## config.mk

```make
export PLATFORM = sky130hd
export DESIGN_NAME = unaligned_load_merge
export DESIGN_NICKNAME = d
export VERILOG_FILES = /design/src/rtl/ulm_pkg.sv /design/src/rtl/ulm_word_rom.sv /design/src/rtl/ulm_lane_merge.sv /design/src/rtl/ulm_dest_reg.sv /design/src/rtl/unaligned_load_merge.sv
export SDC_FILE = /design/constraint.sdc
export NUM_CORES = 1
export LEC_CHECK = 0
export ABC_CLOCK_PERIOD_IN_PS = 3150
export BUFFER_PORTS_ARGS = -buffer_cell sky130_fd_sc_hd__buf_4
export CORE_AREA = 10 10 72 135
export CTS_BUF_LIST = sky130_fd_sc_hd__clkbuf_16
export CTS_CLUSTER_DIAMETER = 150
export DETAILED_ROUTE_END_ITERATION = 16
export DIE_AREA = 0 0 82 145
export SLEW_MARGIN = 10
export SYNTH_ARGS = -nofsm -noshare
export SYNTH_HDL_FRONTEND = slang
export SYNTH_SLANG_ARGS = --single-unit
```

## constraint.sdc

```tcl
create_clock -name clk -period 3.15 [get_ports clk]
set_input_delay 0.4725 -clock clk [delete_from_list [all_inputs] [get_ports clk]]
set_output_delay 0.4725 -clock clk [all_outputs]
set_load 0.1 [all_outputs]
```

## src/rtl/ulm_pkg.sv

```systemverilog
package ulm_pkg;

   typedef enum logic [1:0] {
      ULM_IDLE  = 2'b00,
      ULM_WORD  = 2'b01,
      ULM_LEFT  = 2'b10,
      ULM_RIGHT = 2'b11
   } ulm_op_e;

   localparam int unsigned ULM_LANES  = 4;
   localparam int unsigned ULM_WORD_W = 8 * ULM_LANES;

   typedef struct packed {
      logic                  wr;
      logic                  misalign;
      logic [ULM_WORD_W-1:0] value;
   } ulm_result_t;

endpackage

```

## src/rtl/ulm_word_rom.sv

```systemverilog
module ulm_word_rom #(
   parameter int unsigned WORDS    = 16,
   parameter int unsigned BYTE_MUL = 37,
   parameter int unsigned BYTE_ADD = 5,
   parameter int unsigned IDX_W    = $clog2(WORDS)
) (
   input  logic [IDX_W-1:0]                idx,
   output logic [ulm_pkg::ULM_WORD_W-1:0]  word
);
   import ulm_pkg::*;

   if (WORDS < 2 || (WORDS & (WORDS - 1)) != 0) begin : g_bad_words
      $error("ulm_word_rom: WORDS must be a power of two, at least 2");
   end

   logic [ULM_WORD_W-1:0] rom [WORDS];

   for (genvar w = 0; w < WORDS; w++) begin : g_word
      for (genvar j = 0; j < ULM_LANES; j++) begin : g_byte
         localparam int unsigned BV = (BYTE_MUL * (ULM_LANES * w + j) + BYTE_ADD) % 256;
         localparam logic [7:0]  BB = BV[7:0];
         assign rom[w][8*j +: 8] = BB;
      end
   end

   assign word = rom[idx];

endmodule

```

## src/rtl/ulm_lane_merge.sv

```systemverilog
module ulm_lane_merge (
   input  ulm_pkg::ulm_op_e                op,
   input  logic [1:0]                      k,
   input  logic [ulm_pkg::ULM_WORD_W-1:0]  mem_word,
   input  logic [ulm_pkg::ULM_WORD_W-1:0]  old_value,
   output ulm_pkg::ulm_result_t            res
);
   import ulm_pkg::*;

   logic [ULM_WORD_W-1:0] merged;
   logic                  bad_word;

   assign bad_word = (op == ULM_WORD) && (k != 2'd0);

   for (genvar i = 0; i < ULM_LANES; i++) begin : g_lane
      logic       left_hit;
      logic       right_hit;
      logic [1:0] left_src;
      logic [1:0] right_src;
      logic [7:0] old_b;
      logic [7:0] lane_b;

      // left: lane i takes word byte i+k-3 when i >= 3-k
      assign left_hit  = ({1'b0, k} + 3'(i)) >= 3'd3;
      assign left_src  = k + 2'(i) + 2'd1;
      // right: lane i takes word byte i+k when i+k <= 3
      assign right_hit = ({1'b0, k} + 3'(i)) <= 3'd3;
      assign right_src = k + 2'(i);
      assign old_b     = old_value[8*i +: 8];

      always_comb begin
         case (op)
            ULM_WORD:  lane_b = bad_word  ? old_b : mem_word[8*i +: 8];
            ULM_LEFT:  lane_b = left_hit  ? mem_word[8*left_src +: 8]  : old_b;
            ULM_RIGHT: lane_b = right_hit ? mem_word[8*right_src +: 8] : old_b;
            default:   lane_b = old_b;
         endcase
      end

      assign merged[8*i +: 8] = lane_b;
   end

   assign res.value    = merged;
   assign res.misalign = bad_word;
   assign res.wr       = (op != ULM_IDLE) && !bad_word;

endmodule

```

## src/rtl/ulm_dest_reg.sv

```systemverilog
module ulm_dest_reg #(
   parameter logic [ulm_pkg::ULM_WORD_W-1:0] RESET_VALUE = '0
) (
   input  logic                            clk,
   input  logic                            rst_n,
   input  logic                            load_en,
   input  logic [ulm_pkg::ULM_WORD_W-1:0]  d,
   input  logic                            flag_d,
   output logic [ulm_pkg::ULM_WORD_W-1:0]  q,
   output logic                            flag_q
);
   always_ff @(posedge clk) begin
      if (!rst_n) begin
         q      <= RESET_VALUE;
         flag_q <= 1'b0;
      end else begin
         if (load_en) q <= d;
         flag_q <= flag_d;
      end
   end
endmodule

```

## src/rtl/unaligned_load_merge.sv

```systemverilog
module unaligned_load_merge #(
   parameter int unsigned MEM_WORDS   = 16,
   parameter int unsigned BYTE_MUL    = 37,
   parameter int unsigned BYTE_ADD    = 5,
   parameter int unsigned ADDR_W      = $clog2(MEM_WORDS) + 2,
   parameter logic [31:0] RESET_VALUE = 32'h0000_0000
) (
   input  logic              clk,
   input  logic              rst_n,
   input  logic [1:0]        op,
   input  logic [ADDR_W-1:0] addr,
   output logic [31:0]       reg_value,
   output logic              misalign
);
   import ulm_pkg::*;

   localparam int unsigned IDX_W = ADDR_W - 2;

   if (ADDR_W != $clog2(MEM_WORDS) + 2) begin : g_bad_addr
      $error("unaligned_load_merge: ADDR_W must cover MEM_WORDS words exactly");
   end
   if (ULM_WORD_W != 32) begin : g_bad_width
      $error("unaligned_load_merge: word width must be 32 bits");
   end

   ulm_op_e     op_e;
   logic [31:0] mem_word;
   ulm_result_t res;

   assign op_e = ulm_op_e'(op);

   ulm_word_rom #(
      .WORDS    (MEM_WORDS),
      .BYTE_MUL (BYTE_MUL),
      .BYTE_ADD (BYTE_ADD),
      .IDX_W    (IDX_W)
   ) u_rom (
      .idx  (addr[ADDR_W-1:2]),
      .word (mem_word)
   );

   ulm_lane_merge u_merge (
      .op        (op_e),
      .k         (addr[1:0]),
      .mem_word  (mem_word),
      .old_value (reg_value),
      .res       (res)
   );

   ulm_dest_reg #(
      .RESET_VALUE (RESET_VALUE)
   ) u_reg (
      .clk     (clk),
      .rst_n   (rst_n),
      .load_en (res.wr),
      .d       (res.value),
      .flag_d  (res.misalign),
      .q       (reg_value),
      .flag_q  (misalign)
   );

   assert_aligned_clears_flag_R3: assert property (@(posedge clk) disable iff (!rst_n)
      (op == 2'b01 && addr[1:0] == 2'd0) |=> !misalign);

   assert_misaligned_holds_reg_R4: assert property (@(posedge clk) disable iff (!rst_n)
      (op == 2'b01 && addr[1:0] != 2'd0) |=> (misalign && $stable(reg_value)));

   assert_flag_only_from_word_R4: assert property (@(posedge clk) disable iff (!rst_n)
      misalign |-> ($past(op) == 2'b01));

   assert_left_keeps_low_R5: assert property (@(posedge clk) disable iff (!rst_n)
      (op == 2'b10 && addr[1:0] == 2'd0) |=> (reg_value[23:0] == $past(reg_value[23:0])));

   assert_right_keeps_high_R6: assert property (@(posedge clk) disable iff (!rst_n)
      (op == 2'b11 && addr[1:0] == 2'd3) |=> (reg_value[31:8] == $past(reg_value[31:8])));

   assert_idle_holds_R9: assert property (@(posedge clk) disable iff (!rst_n)
      (op == 2'b00) |=> ($stable(reg_value) && !misalign));

endmodule

```

==> impl_metrics.csv, run 1 <==
group,metric,value,unit
run_status,status,"finished, final reports clean",
critical_path,worstReg2RegStart,"u_reg.q[5]",
detailed_routing,first_pass_iters,6,
min_path,hp-start,"u_reg.q[19]",
clocking,htree_levels,2,
finish,nNetsFinal,431,
power_and_ir_drop,power_frac_clock,29.8,%
floorplanning,dieArea,11900,sq um
finish,final_area,3490,sq um
critical_path,r2r_end,"u_reg.q[5]",
power_and_ir_drop,pwr_density_cell,527,nW/um^2
sta,fin_setup_tns,0,ns
sta,fmax,413,MHz
power_and_ir_drop,p_leak,1.50,nW
detailed_routing,drc,0,
finish,area_growth,17.6,%
clocking,clock_latency,0.28,ns
finish,fillers,780,
critical_path,crit_arrival,2.65,ns
detailed_routing,drt_iter0_drc,208,
synth,yosys_register_bits,33,
critical_path,r2r_slack,2.38,ns
synth,avgSynthCellArea,7.80,sq um
placed_design,dpl.hpwl,7.66,mm
min_path,whs_path_depth,2,
critical_path,cpPeakStageDelay,0.49,ns
power_and_ir_drop,ir_drop,187,uV
synth,ys_warn_count,0,
synth,synthTopCellsByArea,"dfxtp_1, mux2i_1, a21oi_1, nor2_1, ha_1",
global_routing,grt_pass1_vias,2846,
floorplanning,rows,45,
sta,grt_setup_unrepaired,"false",
detailed_routing,routed_wl,9.84,mm
global_routing,grt.overflow.total,0,
sta,setup_ws,0.730,ns
synth,synth_fp_nets,402,
power_and_ir_drop,p_seq_share,25.9,%
synth,synth.distinct_cells,59,
floorplanning,io_pins,43,
power_and_ir_drop,power_switching,0.782,mW
clocking,cts_inserted_buffers,5,
sta,timing.final.hold_violations,0,
synth,synth_cells,381,
synth,ys_seq_area_share,22.2,%
synth,async_reset_ff_share,0,%
synth,synth_flop_cell,"dfxtp_1",
finish,diodes,0,
finish,post-route-util,46.3,%
detailed_routing,top_layer,"met4",
critical_path,path_max_fanout,24,
floorplanning,floorplan.initialDensity,39.4,%
detailed_routing,dr_wl_met3,495,um
placed_design,dpl-instance-area,3330,sq um
placed_design,routabilityCongestion,0.930,
sta,skew,0,ns
power_and_ir_drop,combPwrFrac,44.3,%
placed_design,port_buffers,42,
clocking,clock-sinks,33,
power_and_ir_drop,p_int,1.06,mW
flow_run,drv_cap,0,
synth,synth_area,2970,sq um
critical_path,path_cells,"buf_4 -> inv_1 -> ha_1 -> buf_4 -> xor2_1 -> nor2_1 -> inv_1 -> o221ai_1 -> o221a_1",
sta,min_period_over_period,76.8,%
sta,maxSlewViolCount,0,
critical_path,path_class,"in2reg",
min_path,min_to,"u_reg.q[19]",
global_routing,antenna_found_initial,0,
synth,synthMostInstantiatedCell,"nor2_1",
global_routing,grt_first_pass_wirelength,15.4,mm
detailed_routing,wl_met1,3.67,mm
clocking,cts_setup_buffers,0,
power_and_ir_drop,swShare,42.5,%
sta,slew_headroom,32.8,%
synth,netlist.area_leader.share,22.2,%
clocking,ctsLongestPathBuffers,2,
global_routing,grt_max_degree,40,
detailed_routing,ant_nets,0,
critical_path,rr_worst_depth,2,
sta,finalSetupViolCount,0,
synth,synth_edf_count,0,
floorplanning,die_y,145,um
detailed_routing,met2_length,5.19,mm
sta,whs,0.464,ns
clocking,cts-hold-fix-buffers,0,
sta,period_minus_slack,2.42,ns
critical_path,start_kind,"primary input",
critical_path,cp_slowest_cell,"ha_1",
critical_path,required,3.38,ns
min_path,min_path_type,"reg2reg",
clocking,cts_tree,"yes",
global_routing,track_usage,16.4,%
clocking,clk_pin_slew,0.06,ns
clocking,cts.repair.resized,0,
placed_design,pre_cts_ws,0.454,ns
detailed_routing,wl_per_cell,19.5,um
clocking,root_buffer,"clkbuf_16",
critical_path,cp-end-kind,"flop",
finish,drive_gt1_share,19.5,%
floorplanning,core_area,7540,sq um
detailed_routing,via_per_inst,5.89,
detailed_routing,vias,2976,
floorplanning,die_w,82,um
synth,yosys-top-cells-count,"nor2_1, a21oi_1, dfxtp_1",
synth,yosys.area.top_type,"dfxtp_1",
sta,tightest_slew,1.00,ns
-- metrics by stage --
step | total power [mW] | cells
floorplan | 1.11 | 381
global placement | 1.29 | 497
detailed placement | 1.30 | 497
CTS | 1.85 | 505
global route | 1.92 | 505
finish | 1.84 | 505
-- kinds of logic (layout without fill, tap and decap cells) --
kind of cell	Yosys count	count (layout)	synth area share [%]
DFF	33	33	22.2
muxes	33	33	13.8
AOI/OAI and AO/OA	134	134	30.6
adders and majority gates	11	11	4.63
buffers and inverters	46	76	7.16
xor gates and xnor gates	12	12	4.04
and+or+nand+nor	112	112	17.5
-- power by group through the flow --
stage / clock (mW) / combinational, mW / sequential, mW
2_1_floorplan: 0 / 0.357 / 0.755
5_1_grt: 0.569 / 0.865 / 0.481
3_5_place_dp: 0 / 0.812 / 0.485
3_3_place_gp: 0 / 0.809 / 0.484
6_report: 0.550 / 0.816 / 0.476
4_1_cts: 0.554 / 0.815 / 0.477
-- layout by cell type (no fill, tap or decap), drive strengths merged, types with 5 or more instances in the layout --
cell,netlist,layout
nand2,30,30
buf,23,52
ha,11,11
o2111ai,6,6
a221oi,5,5
xnor2,8,8
o21ai,26,26
o211a,5,5
a22oi,5,5
mux4,6,6
nor2,45,45
a21o,7,7
o22ai,6,6
dfxtp,33,33
nand2b,12,12
clkbuf,7,5
inv,16,16
nor2b,7,7
a211oi,7,7
o211ai,5,5
a21oi,35,35
nor3,6,6
mux2i,23,23
-- flip-flops by register name, indices dropped and copies added (netlist names) --
name,count
u_reg.q,32
u_reg.flag_q,1
-- worst max-delay path by stage --
stage | start | endpoint | slack [ns]
after global routing | addr[1] | u_reg.q[12] | 0.60
after floorplan | addr[0] | u_reg.q[27] | 0.81
after CTS | addr[1] | u_reg.q[20] | 0.75
final | addr[1] | u_reg.q[13] | 0.73
after global placement | addr[1] | u_reg.q[15] | 0.44
after detailed placement | addr[1] | u_reg.q[20] | 0.45
-- worst max-delay path: cells and delay by family --
kind	cells	cell delay, ns
compound gates	2	0.42
xor+xnor	1	0.18
fa+ha+maj	1	0.49
buf+inv	4	0.65
simple gates	1	0.42
-- routing by layer --
layer  up-vias  track usage (%)
met1      1384             17.8
met5         -                0
li1       1456                -
met2       105             28.7
met3        31             1.67
met4         0             9.93
-- area by class of cell --
cell class	instances	area, sq um	share of cell area, %
clock inverter	3	41.3	1.18
inverter	16	60.1	1.72
multi-input combinational	302	2100	60.1
tap	94	118	3.37
clock buffer	5	125	3.58
timing repair buffer	52	390	11.2
sequential	33	661	18.9
Note: power is estimated with default switching activity, not from simulation.
==> run 2, diff against run 1 <==
--- a/config.mk
+++ b/config.mk
@@ -5,7 +5,7 @@
 export SDC_FILE = /design/constraint.sdc
 export NUM_CORES = 1
 export LEC_CHECK = 0
-export ABC_CLOCK_PERIOD_IN_PS = 3150
+export ABC_CLOCK_PERIOD_IN_PS = 2100
 export BUFFER_PORTS_ARGS = -buffer_cell sky130_fd_sc_hd__buf_4
 export CORE_AREA = 10 10 72 135
 export CTS_BUF_LIST = sky130_fd_sc_hd__clkbuf_16
==> constraint.sdc (replaced) <==
create_clock -name clk -period 2.1 [get_ports clk]
set_input_delay 0.315 -clock clk [delete_from_list [all_inputs] [get_ports clk]]
set_output_delay 0.315 -clock clk [all_outputs]
set_load 0.1 [all_outputs]
==> impl_metrics.csv, run 2 (synthesis gave the netlist of run 1 again) <==
group,metric,value,unit
detailed_routing,ant_nets,0,
min_path,min_path_type,"in2reg",
critical_path,cp.buffers_inverters,4,
detailed_routing,wl_per_cell,17.3,um
clocking,clock_latency,0.28,ns
critical_path,path_class,"in2reg",
sta,timing.final.hold_violations,0,
sta,skew,0,ns
detailed_routing,vias,3193,
floorplanning,die_y,145,um
clocking,clk_pin_slew,0.05,ns
run_status,status,"finished, final reports clean",
critical_path,crit_path_frequent_cell,"buf_4",
sta,tightest_slew,0.665,ns
finish,nNetsFinal,496,
critical_path,required,2.25,ns
finish,layout_common_cells,"buf_4, nor2_1, a21oi_1",
floorplanning,core_area,7540,sq um
min_path,min_to,"u_reg.q[11]",
sta,fmax,501,MHz
critical_path,cpPeakStageDelay,0.40,ns
finish,reg_top3,"u_reg.q (32), u_reg.flag_q (1)",
finish,final_area,4000,sq um
finish,final_cell_count_no_fill,570,
detailed_routing,routed_wl,9.86,mm
finish,area_growth,34.6,%
global_routing,grt_first_pass_wirelength,15.6,mm
critical_path,path_max_fanout,6,
placed_design,dpl-instance-area,3830,sq um
sta,maxSlewViolCount,0,
sta,setup_ws,0.103,ns
critical_path,crit_family,"compound AO/OA/AOI/OAI gates",
floorplanning,io_pins,43,
clocking,cts_inserted_buffers,5,
finish,diodes,0,
sta,finalSetupViolCount,0,
global_routing,track_usage,16.4,%
detailed_routing,drc,0,
floorplanning,floorplan.initialDensity,39.4,%
clocking,clock-sinks,33,
power_and_ir_drop,ir_drop,363,uV
finish,post-route-util,53.0,%
placed_design,post-place-cells,562,
critical_path,rr_worst_depth,2,
floorplanning,dieArea,11900,sq um
sta,whs,0.393,ns
flow_run,drv_cap,0,
critical_path,start_kind,"primary input",
critical_path,r2r_end,"u_reg.q[12]",
global_routing,grt_max_degree,35,
clocking,ctsLongestPathBuffers,2,
sta,grt_setup_unrepaired,"false",
sta,slew_headroom,55.2,%
global_routing,grt.overflow.total,0,
clocking,htree_levels,2,
finish,final_common_cell,"buf_4",
critical_path,path_cells,"buf_4 -> inv_1 -> ha_2 -> buf_4 -> nand2b_1 -> o21ai_0 -> o21bai_1 -> buf_4 -> a221oi_1 -> nor2_1",
detailed_routing,drt_iter0_drc,212,
global_routing,grt_pass1_vias,3162,
finish,largest_reg_flops,32,
power_and_ir_drop,pwr_density_cell,724,nW/um^2
floorplanning,die_w,82,um
critical_path,worstReg2RegStart,"u_reg.q[12]",
clocking,cts_tree,"yes",
min_path,whs_path_depth,2,
global_routing,antenna_found_initial,0,
placed_design,port_buffers,42,
power_and_ir_drop,p_leak,1.82,nW
min_path,hp-start,"rst_n",
critical_path,crit_arrival,2.15,ns
finish,drive_gt1_share,30.7,%
placed_design,dpl.hpwl,8.03,mm
placed_design,routabilityCongestion,0.890,
critical_path,cp_slowest_cell,"ha_2",
sta,min_period_over_period,95.1,%
floorplanning,rows,45,
clocking,root_buffer,"clkbuf_16",
detailed_routing,via_per_inst,5.60,
finish,largest-register,"u_reg.q",
sta,period_minus_slack,2.00,ns
critical_path,r2r_slack,1.36,ns
detailed_routing,first_pass_iters,5,
placed_design,pre_cts_ws,-0.202,ns
critical_path,cp-end-kind,"flop",
finish,fillers,756,
[run 2: worst max path at each step]
stage                        from           to  cells after the start
after floorplan           addr[0]  u_reg.q[27]                     11
after detailed placement  addr[1]  u_reg.q[20]                     10
after global routing      addr[3]  u_reg.q[12]                     10
after global placement    addr[1]  u_reg.q[20]                     10
after CTS                 addr[1]  u_reg.q[20]                     10
final                     addr[1]  u_reg.q[20]                     10
[run 2: layer usage]
metal | up-vias | track usage, % | share of wire (%)
met2 | 102 | 29.5 | 54
met4 | 0 | 10.4 | 4.6
li1 | 1583 | - | -
met5 | - | 0 | 0
met3 | 31 | 1.36 | 4.7
met1 | 1477 | 16.9 | 36
[run 2: worst register-to-register path, delay by kind of cell (launching register included)]
family / cells / cell delay (ns)
AOI/OAI and AO/OA: 2 / 0.33
DFF: 1 / 0.32
[run 2: stage by stage]
step / TNS, ns / total power, mW
global route: 0 / 3.02
CTS: 0 / 2.91
floorplan: 0 / 1.67
detailed placement: -1.54 / 2.09
finish: 0 / 2.90
global placement: -0.996 / 2.07
[run 2: layout make-up]
type / instances / area, sq um / area share [%]
Clock buffer: 5 / 125 / 3.13
Inverter: 16 / 62.6 / 1.56
Multi-Input combinational cell: 302 / 2100 / 52.5
Sequential cell: 33 / 661 / 16.5
Tap cell: 94 / 118 / 2.94
Timing Repair Buffer: 117 / 891 / 22.3
Clock inverter: 3 / 41.3 / 1.03
[run 2: repair_timing]
action                                  4_1_cts  5_1_grt
buffers inserted                              0        0
hold buffers                                  0        0
endpoints found under the setup margin        0        1
resized for setup                             0        1
hold endpoints to repair                      0        0
[run 2: where the power goes]
part,switching [mW],internal [mW]
Combinational,0.888,0.474
Clock,0.267,0.554
Sequential,0.0288,0.684
==> run 3, diff against run 2 <==
--- a/config.mk
+++ b/config.mk
@@ -12,6 +12,8 @@
 export CTS_CLUSTER_DIAMETER = 150
 export DETAILED_ROUTE_END_ITERATION = 16
 export DIE_AREA = 0 0 82 145
+export GPL_ROUTABILITY_DRIVEN = 0
+export REMOVE_ABC_BUFFERS = 1
 export SLEW_MARGIN = 10
 export SYNTH_ARGS = -nofsm -noshare
 export SYNTH_HDL_FRONTEND = slang
==> impl_metrics.csv, run 3 (synthesis gave the netlist of run 1 again) <==
group,metric,value,unit
critical_path,required,2.33,ns
floorplanning,core_area,7540,sq um
clocking,ctsLongestPathBuffers,2,
global_routing,grt_pass1_vias,3300,
power_and_ir_drop,swShare,41.4,%
power_and_ir_drop,p_leak,1.81,nW
sta,grt_setup_unrepaired,"false",
sta,maxSlewViolCount,0,
power_and_ir_drop,combPwrFrac,47.3,%
global_routing,grt.overflow.total,0,
finish,final_common_cell,"buf_4",
clocking,clk_pin_slew,0.05,ns
sta,whs,0.365,ns
global_routing,grt_first_pass_wirelength,16.6,mm
clocking,clock_latency,0.28,ns
critical_path,crit_arrival,2.23,ns
detailed_routing,drc,0,
detailed_routing,drt_iter0_drc,253,
sta,fmax,499,MHz
sta,min_period_over_period,95.4,%
power_and_ir_drop,power_frac_clock,28.2,%
finish,final_cell_count_no_fill,568,
sta,finalSetupViolCount,0,
min_path,min_path_type,"in2reg",
floorplanning,rows,45,
floorplanning,die_w,82,um
clocking,cts_tree,"yes",
sta,tightest_slew,0.469,ns
sta,period_minus_slack,2.00,ns
placed_design,pre_cts_ws,-0.188,ns
finish,fillers,741,
clocking,cts-hold-fix-buffers,0,
placed_design,port_buffers,42,
clocking,root_buffer,"clkbuf_16",
sta,timing.final.hold_violations,0,
clocking,htree_levels,2,
flow_run,drv_cap,0,
global_routing,grt_max_degree,35,
placed_design,dpl.hpwl,8.11,mm
detailed_routing,routed_wl,10.4,mm
clocking,cts_inserted_buffers,5,
power_and_ir_drop,p_seq_share,24.5,%
finish,area_growth,33.4,%
finish,drive_gt1_share,30.2,%
clocking,clock-sinks,33,
placed_design,post-place-cells,559,
power_and_ir_drop,power_switching,1.21,mW
floorplanning,floorplan.initialDensity,39.4,%
floorplanning,io_pins,43,
finish,final_area,3970,sq um
sta,setup_ws,0.0960,ns
power_and_ir_drop,p_int,1.71,mW
detailed_routing,vias,3266,
placed_design,dpl-instance-area,3790,sq um
detailed_routing,wl_per_cell,18.2,um
floorplanning,dieArea,11900,sq um
run_status,status,"finished, final reports clean",
critical_path,cp-end-kind,"flop",
floorplanning,die_y,145,um
finish,layout_common_cells,"buf_4, nor2_1, a21oi_1",
detailed_routing,ant_nets,0,
power_and_ir_drop,pwr_density_cell,734,nW/um^2
finish,nNetsFinal,494,
finish,largest_reg_flops,32,
critical_path,start_kind,"primary input",
finish,reg_top3,"u_reg.q (32), u_reg.flag_q (1)",
finish,largest-register,"u_reg.q",
global_routing,track_usage,17.4,%
global_routing,antenna_found_initial,0,
detailed_routing,first_pass_iters,5,
sta,slew_headroom,68.7,%
sta,fin_setup_tns,0,ns
critical_path,path_max_fanout,5,
detailed_routing,via_per_inst,5.75,
sta,skew,0,ns
critical_path,path_class,"in2reg",
power_and_ir_drop,ir_drop,533,uV
finish,diodes,0,
==> run 3: timing repair <==
| item | in CTS | in global routing |
|---|---|---|
| endpoints found under the hold margin | 0 | 0 |
| setup endpoints to repair | 0 | 5 |
| setup buffers | 0 | 1 |
| gates resized for setup | 0 | 1 |
==> run 3: area by class of cell <==
| class | count | area, sq um | share of cell area (%) |
|---|---|---|---|
| clock inverters | 3 | 37.5 | 0.946 |
| repair buffers | 115 | 863 | 21.8 |
| inverters | 16 | 60.1 | 1.51 |
| flip-flops and latches | 33 | 661 | 16.7 |
| well taps | 94 | 118 | 2.97 |
| clock buffers | 5 | 125 | 3.15 |
| multi-input cells | 302 | 2100 | 53.0 |
==> run 3: power by group through the flow <==
stage,logic [mW],registers (mW),clock network (mW)
finish,1.38,0.714,0.821
detailed placement,1.37,0.727,0
floorplan,0.475,1.13,0
global route,1.46,0.721,0.852
global placement,1.36,0.726,0
CTS,1.37,0.715,0.833
==> run 3: per-stage QoR <==
| stage | util (%) | power, mW |
|---|---|---|
| 6_report | 52.6 | 2.91 |
| 5_1_grt | 52.6 | 3.03 |
| 4_1_cts | 52.4 | 2.92 |
| 3_5_place_dp | 50.3 | 2.09 |
| 3_3_place_gp | 50.3 | 2.08 |
| 2_1_floorplan | - | 1.61 |
==> run 3: per-layer routing <==
layer  share of wire, %  vias to the layer above  GRT usage, %  wire, um
li1                   -                     1581             -         -
met1                 36                     1541          17.7      3700
met2                 53                      105          30.3      5450
met3                5.4                       39          3.40       564
met4                6.2                        0          11.3       643
met5                  0                        -             0         0
==> run 3: critical path: stages <==
cell,delay [ns]
buf_4,0.11
inv_1,0.08
ha_1,0.27
nor2b_1,0.16
nand2b_1,0.14
a221oi_1,0.37
buf_4,0.18
o221ai_1,0.17
o2111ai_1,0.25
o211a_1,0.17
==> run 3: path summary, 6_finish.rpt <==
path                                  start           to  slack [ns]  depth (start not counted)
worst max-delay path                addr[1]  u_reg.q[15]         0.1                         10
worst min register to register  u_reg.q[18]  u_reg.q[18]        0.46                          2
worst max register to register  u_reg.q[12]  u_reg.q[12]        1.37                          2
worst min-delay path                  op[1]   u_reg.q[4]        0.37                          2
